==> src/rtl/pwm_ovr_pkg.sv <==
package pwm_ovr_pkg;

    localparam int DATA_W  = 32;
    localparam int ADDR_W  = 3;
    localparam int LO_BASE = DATA_W / 2;

    typedef enum logic [ADDR_W-1:0] {
        A_DSET = 3'd0,
        A_DCLR = 3'd1,
        A_BSET = 3'd2,
        A_BCLR = 3'd3,
        A_VAL  = 3'd4,
        A_SEL  = 3'd5
    } reg_addr_e;

    typedef struct packed {
        logic dset;
        logic dclr;
        logic bset;
        logic bclr;
        logic vwr;
    } wr_strobe_t;

    typedef enum logic {SIDE_HI = 1'b0, SIDE_LO = 1'b1} side_e;

    function automatic int bit_pos(input int ch, input side_e side);
        return (side == SIDE_LO) ? (LO_BASE + ch) : ch;
    endfunction

    function automatic logic [DATA_W-1:0] lane_mask(input int num_ch);
        logic [DATA_W-1:0] m;
        m = '0;
        for (int c = 0; c < LO_BASE; c++) begin
            if (c < num_ch) begin
                m[c]           = 1'b1;
                m[LO_BASE + c] = 1'b1;
            end
        end
        return m;
    endfunction

endpackage

==> src/rtl/pwm_ovr_regif.sv <==
module pwm_ovr_regif
    import pwm_ovr_pkg::*;
#(
    parameter int NUM_CH = 4
) (
    input  logic              wr_en,
    input  logic [ADDR_W-1:0] wr_addr,
    input  logic [DATA_W-1:0] wr_data,
    input  logic [ADDR_W-1:0] rd_addr,
    input  logic [DATA_W-1:0] sel_word,
    input  logic [DATA_W-1:0] val_word,
    output wr_strobe_t        stb,
    output logic [DATA_W-1:0] wr_bits,
    output logic [DATA_W-1:0] rd_data
);

    localparam logic [DATA_W-1:0] VMASK = lane_mask(NUM_CH);

    always_comb begin
        stb = '0;
        if (wr_en) begin
            case (wr_addr)
                A_DSET:  stb.dset = 1'b1;
                A_DCLR:  stb.dclr = 1'b1;
                A_BSET:  stb.bset = 1'b1;
                A_BCLR:  stb.bclr = 1'b1;
                A_VAL:   stb.vwr  = 1'b1;
                default: stb      = '0;
            endcase
        end
    end

    assign wr_bits = wr_data & VMASK;

    always_comb begin
        case (rd_addr)
            A_VAL:   rd_data = val_word & VMASK;
            A_SEL:   rd_data = sel_word & VMASK;
            default: rd_data = '0;
        endcase
    end

endmodule

==> src/rtl/pwm_ovr_bit.sv <==
module pwm_ovr_bit
    import pwm_ovr_pkg::*;
(
    input  logic       clk,
    input  logic       rst,
    input  wr_strobe_t stb,
    input  logic       wbit,
    input  logic       pstart,
    output logic       sel,
    output logic       val
);

    logic sel_q, sel_d;
    logic pend_s_q, pend_s_d;
    logic pend_c_q, pend_c_d;
    logic val_q, val_d;

    always_comb begin
        sel_d = sel_q;
        if (pstart) begin
            if (pend_c_q)      sel_d = 1'b0;
            else if (pend_s_q) sel_d = 1'b1;
        end
        if (stb.dset && wbit) sel_d = 1'b1;
        if (stb.dclr && wbit) sel_d = 1'b0;

        pend_s_d = pstart ? 1'b0 : pend_s_q;
        pend_c_d = pstart ? 1'b0 : pend_c_q;
        if (stb.bset && wbit) pend_s_d = 1'b1;
        if (stb.bclr && wbit) pend_c_d = 1'b1;

        val_d = stb.vwr ? wbit : val_q;
    end

    always_ff @(posedge clk) begin
        if (rst) begin
            sel_q    <= 1'b0;
            pend_s_q <= 1'b0;
            pend_c_q <= 1'b0;
            val_q    <= 1'b0;
        end else begin
            sel_q    <= sel_d;
            pend_s_q <= pend_s_d;
            pend_c_q <= pend_c_d;
            val_q    <= val_d;
        end
    end

    assign sel = sel_q;
    assign val = val_q;

endmodule

==> src/rtl/pwm_ovr_pinmux.sv <==
module pwm_ovr_pinmux (
    input  logic wave_h,
    input  logic wave_l,
    input  logic sel_h,
    input  logic sel_l,
    input  logic val_h,
    input  logic val_l,
    output logic pin_h,
    output logic pin_l
);

    always_comb begin
        pin_h = sel_h ? val_h : wave_h;
        pin_l = sel_l ? val_l : wave_l;
    end

endmodule

==> src/rtl/pwm_ovr_sel.sv <==
module pwm_ovr_sel
    import pwm_ovr_pkg::*;
#(
    parameter int NUM_CH = 4
) (
    input  logic              clk,
    input  logic              rst,
    input  logic              wr_en,
    input  logic [2:0]        wr_addr,
    input  logic [31:0]       wr_data,
    input  logic [2:0]        rd_addr,
    output logic [31:0]       rd_data,
    input  logic [NUM_CH-1:0] period_start,
    input  logic [NUM_CH-1:0] wave_h,
    input  logic [NUM_CH-1:0] wave_l,
    output logic [NUM_CH-1:0] pin_h,
    output logic [NUM_CH-1:0] pin_l
);

    localparam int NSIDE = 2;

    wr_strobe_t        stb;
    logic [DATA_W-1:0] wr_bits;
    logic [DATA_W-1:0] sel_word;
    logic [DATA_W-1:0] val_word;

    pwm_ovr_regif #(.NUM_CH(NUM_CH)) u_regif (
        .wr_en    (wr_en),
        .wr_addr  (wr_addr),
        .wr_data  (wr_data),
        .rd_addr  (rd_addr),
        .sel_word (sel_word),
        .val_word (val_word),
        .stb      (stb),
        .wr_bits  (wr_bits),
        .rd_data  (rd_data)
    );

    for (genvar u = 0; u < DATA_W; u++) begin : g_unused
        if ((u % LO_BASE) >= NUM_CH) begin : g_tie
            assign sel_word[u] = 1'b0;
            assign val_word[u] = 1'b0;
        end
    end

    for (genvar c = 0; c < NUM_CH; c++) begin : g_ch
        for (genvar s = 0; s < NSIDE; s++) begin : g_side
            localparam int P = bit_pos(c, side_e'(s));
            pwm_ovr_bit u_bit (
                .clk    (clk),
                .rst    (rst),
                .stb    (stb),
                .wbit   (wr_bits[P]),
                .pstart (period_start[c]),
                .sel    (sel_word[P]),
                .val    (val_word[P])
            );
        end

        pwm_ovr_pinmux u_mux (
            .wave_h (wave_h[c]),
            .wave_l (wave_l[c]),
            .sel_h  (sel_word[c]),
            .sel_l  (sel_word[LO_BASE + c]),
            .val_h  (val_word[c]),
            .val_l  (val_word[LO_BASE + c]),
            .pin_h  (pin_h[c]),
            .pin_l  (pin_l[c])
        );
    end

endmodule

==> config.mk <==
export PLATFORM = sky130hd
export DESIGN_NAME = pwm_ovr_sel
export DESIGN_NICKNAME = d
export VERILOG_FILES = /design/src/rtl/pwm_ovr_pkg.sv /design/src/rtl/pwm_ovr_regif.sv /design/src/rtl/pwm_ovr_bit.sv /design/src/rtl/pwm_ovr_pinmux.sv /design/src/rtl/pwm_ovr_sel.sv
export SDC_FILE = /design/constraint.sdc
export NUM_CORES = 1
export LEC_CHECK = 0
export BUFFER_PORTS_ARGS = -buffer_cell sky130_fd_sc_hd__buf_2
export CORE_MARGIN = 3
export CORE_UTILIZATION = 40
export CTS_CLUSTER_DIAMETER = 120
export CTS_CLUSTER_SIZE = 30
export DETAILED_ROUTE_END_ITERATION = 16
export PLACE_DENSITY = 0.82
export SLEW_MARGIN = 20
export SYNTH_ARGS = -nofsm -noshare
export SYNTH_HDL_FRONTEND = slang
export SYNTH_SLANG_ARGS = --single-unit
==> constraint.sdc <==
create_clock -name clk -period 1 [get_ports clk]
set_clock_uncertainty 0.15 [all_clocks]
set_input_delay 0.05 -clock clk [delete_from_list [all_inputs] [get_ports clk]]
set_output_delay 0.05 -clock clk [all_outputs]
set_load 0.02 [all_outputs]
After elaboration in Yosys (flattened, before gate mapping) --
Index checks and enable logic that the tools add are counted.
Cells by class: muxes and demuxes 67, reduce and logical (&&, ||, !) cells 81, eq/ne operators 6
Operators with widths (number):
- two-way mux 1 bit | 65
- nonzero test 2 bit | 24
- one-hot mux 20 bit (2 select lines) | 1
- logical AND 1 bit | 32
- nonzero test 3 bit | 8
- AND reduction 2 bit | 8
- OR reduction 2 bit | 8
- == test 3 bit, second input constant | 3
- == test 3 x 2 -> 1 bit, second input constant | 2
- two-way mux 5 bit | 1
- == test 3 x 1 -> 1 bit, second input constant | 1
- zero test 3 bit | 1
Storage, ports and cells: output and inout bits 40, bits in registers 32, word-level logic and storage cells 186

Depth between registers and ports, before layout --
depth in word-level cells 6, gate-level depth with buffers 4

Modules after synthesis --
From an unflattened synthesis, not the netlist that was laid out.
Second synthesis, totals: cells, all modules 219, area total of the unflattened synthesis 1954.4 µm²
Modules (own cells, without submodules):
- pwm_ovr_bit | cells an instance 16, area an instance 152.6 µm², seq. area each 80.1 µm², instances 8
- pwm_ovr_regif | cells an instance 82, area an instance 609.3 µm², seq. area each 0.0 µm², instances 1
- pwm_ovr_pinmux | cells an instance 2, area an instance 30.0 µm², seq. area each 0.0 µm², instances 4
- pwm_ovr_sel | cells an instance 1, area an instance 3.8 µm², seq. area each 0.0 µm², instances 1

Worst setup path after synthesis --
No wires, ideal clock.
path type input port to flip-flop, start in rst, end reg g_ch[1].g_side[0].u_bit.pend_s_q, arrival 815 ps, path buffers 0, data required time 791 ps, library setup time 59 ps, path slack -24 ps, cell stages on the path 3, cell sequence nand2b_2 -> nor4b_4 -> a22o_1
RTL lines:
- start: declaration | line pwm_ovr_sel.sv:7 | input logic rst,
- end signal: assignment | line pwm_ovr_bit.sv:43 | pend_s_q <= pend_s_d;
- end: declaration | line pwm_ovr_bit.sv:14 | logic pend_s_q, pend_s_d;

Final worst setup path --
start reg g_ch[2].g_side[1].u_bit.sel_q, end out rd_data[18]
On the way: cells in the longest elaborated chain, start to end 1
Ends and longest elaborated chain:
- start: declaration | line pwm_ovr_bit.sv:13 | logic sel_q, sel_d;
- start signal: assignment | line pwm_ovr_bit.sv:42 | sel_q <= sel_d;
- one-hot mux 20 bit (2 select lines) | line pwm_ovr_regif.sv:36 | case (rd_addr)
- end: declaration | line pwm_ovr_sel.sv:12 | output logic [31:0] rd_data,
No other way between the ends.

==> metrics <==
Worst Path Arrival 1.08 ns; gr ovfl total 0; worst endpoint required time 0.80 ns; Reg2Reg Setup Slack -0.18 ns; share of cells above drive strength 1 46.03%; global-route usage over all layers 17.13%; Clock Tree Root clkbuf_8; Tcrit/Tclk final 128.5%; RSZ-0062 raised after global routing true; VDD IR max 0.0008305 V; Hold Path Class input pin to flip-flop; fin crit period 1.285 ns; row cnt 22; initial antenna violation count 0; largest net degree at the start of global routing 21; Core ar. 0.003854 sq mm; Max Slew Vio Count 0; Die Area 0.004987 sq mm; I/O Buffers 44; remaining antenna violation count 0; DRC Markers 0; detailed placement HPWL 2728 um; CP Capture Type output port; Cell Area, Synth 0.001670 sq mm; Syn. warnings 0; violated checks hold timing, setup timing; Ports 93; Reg2Reg Depth 5; Max clock buf depth 2; number of global-route vias before repair 1466; critical path peak fanout 2; CP Launch Type flip-flop; Fmax 778.4 MHz; fin nets 291; Clk pin slew, worst setup/hold paths 0.07 ns; Mapped Avg Cell Area 9.826 sq um; first-pass GRT wire length 6900 um; Routed WL per cell 14.73 um; area of the multi-input gates 953.4 sq um; CTS tree done; PwrDens 1289 mW/mm^2; final hold slack -0.02012 ns; Synth Instances 170; Area Overhead vs Synth 43.07%; CTS Buf Count 5; Yosys cell types 20; Final Util 62.01%; die width 70.62 um; First DRT Iteration DRCs 59; post-synthesis sequential area ratio 38.35%; Leakage 1.055 nW; clock sinks 32; gp weighted congestion 0.7758; Setup crit end rd_data[18]; setup TNS -5.244 ns; status finished with violations; htree depth 2; r2r endpoint g_ch[0].g_side[1].u_bit.sel; drt via density 5.028; final-layout fill cell count 329; Power, Total 3.080 mW; crit path from g_ch[2].g_side[1].u_bit.sel; die height 70.62 um; Reg area 655.6 sq um; #FFs+latches synth 32; clk_lat worst skew 0.28 ns; Routed WL 4227 um; final setup vio count 24; router iterations before antenna repair 4; Setup WS post-layout -0.2847 ns; detailed-route via count 1443; Setup Slack @ Placement -0.2482 ns; Critical R2R Launch g_ch[0].g_side[1].u_bit.sel; path type of the worst setup path flip-flop to output port; max cap viols 0; Initial Utilization 43.34%; n_diodes 0; Hold Vio Cnt, Final 6
==> what timing repair did <==
item,4_1_cts,5_1_grt
hold buffers,8,2
gates resized for setup,55,6
setup endpoints to repair,24,27
hold endpoints to repair,32,9
buffers inserted,8,4
pin swaps,15,6
==> worst min path at each step <==
stage                               start                           to  slack, ns  depth (start not counted)
after floorplan               wr_data[16]  g_ch[0].g_side[1].u_bit.sel     -0.007                          1
after global placement         wr_data[0]  g_ch[0].g_side[0].u_bit.sel       0.16                          2
after detailed placement       wr_data[0]  g_ch[0].g_side[0].u_bit.sel       0.16                          2
after CTS                 period_start[2]  g_ch[2].g_side[0].u_bit.sel      -0.03                          3
after global routing      period_start[0]  g_ch[0].g_side[0].u_bit.sel      -0.01                          3
final                     period_start[2]  g_ch[2].g_side[0].u_bit.sel      -0.02                          3
==> stage by stage <==
stage / instances / area (sq um) / hold slack, ns
5_1_grt: 287 / 2390 / -0.009821
6_report: 287 / 2390 / -0.02012
2_1_floorplan: 193 / 1770 / -0.006996
3_5_place_dp: 259 / 1894 / 0.1560
4_1_cts: 283 / 2341 / -0.03463
3_3_place_gp: 259 / 1894 / 0.1553
==> synthesized netlist by cell type <==
master    number  area [sq um]
nand2_1        8         30.03
buf_2          1         5.000
and4bb_2       1         12.51
buf_1          1         3.750
a22o_1        16         140.1
nor2_1        22         82.58
a21oi_1        8         40.04
nand3b_1       1         7.510
nor4b_4        2         47.55
mux2_2         8         90.09
clkbuf_1       2         7.510
conb_1         1         3.750
a221oi_1       7         61.31
a221oi_2       1         15.01
nand2b_2       1         8.760
buf_4         33         247.7
nand2b_1       1         6.260
a21o_1         8         60.06
dfxtp_1       32         640.6
mux2i_1       16         160.2
==> layout by cell type, fill, tap and decap left out, drive strengths merged <==
cell,instances
nor4b,2
a21o,8
nand2,8
and4bb,1
mux2i,16
nor2,22
dfxtp,32
dlygate4sd3,8
buf,67
clkinv,1
a22o,16
conb,24
a221oi,8
a21oi,8
clkbuf,6
nand2b,2
nand3b,1
bufinv,1
mux2,8
==> where the power goes <==
part | switching [mW] | internal, mW
registers | 0.0212 | 1.30
clock network | 0.479 | 0.739
logic | 0.293 | 0.247
total | 0.794 | 2.29
==> critical path: stages (launching register included) <==
cell and delay, ns:
dfxtp_4 0.36, buf_6 0.11, mux2i_1 0.12, nor2_1 0.06, buf_4 0.15
==> state kept, by name, indices dropped and copies added (netlist names) <==
signal	flops
g_ch.g_side.u_bit.pend_c_q	8
g_ch.g_side.u_bit.pend_s_q	8
g_ch.g_side.u_bit.sel	8
g_ch.g_side.u_bit.val	8
==> final cells by class <==
class / count / area share, %
Clock buffer: 6 / 3.037
Clock inverter: 2 / 1.466
Sequential cell: 32 / 27.43
Timing Repair Buffer: 75 / 25.65
Multi-Input combinational cell: 124 / 39.90
Tap cell: 48 / 2.513
==> cell families (layout without fill, tap and decap cells) <==
family,after synthesis,count (layout),share of synthesized area [%]
AOI/OAI and AO/OA,40,40,18.95
buffers and inverters,37,83,15.81
and+or+nand+nor,36,36,11.69
DFF,32,32,38.35
muxes,24,24,14.98
other,1,24,0.2245
==> metal layers <==
| metal | track usage, % | part of all wire [%] | vias up |
|---|---|---|---|
| met4 | 4.384 | 0.99 | 0 |
| met5 | 0 | 0 | - |
| met1 | 20.10 | 41 | 693 |
| met2 | 30.98 | 52 | 55 |
| met3 | 4.403 | 5.9 | 6 |
| li1 | - | - | 689 |
(Power assumes the default switching activity.)
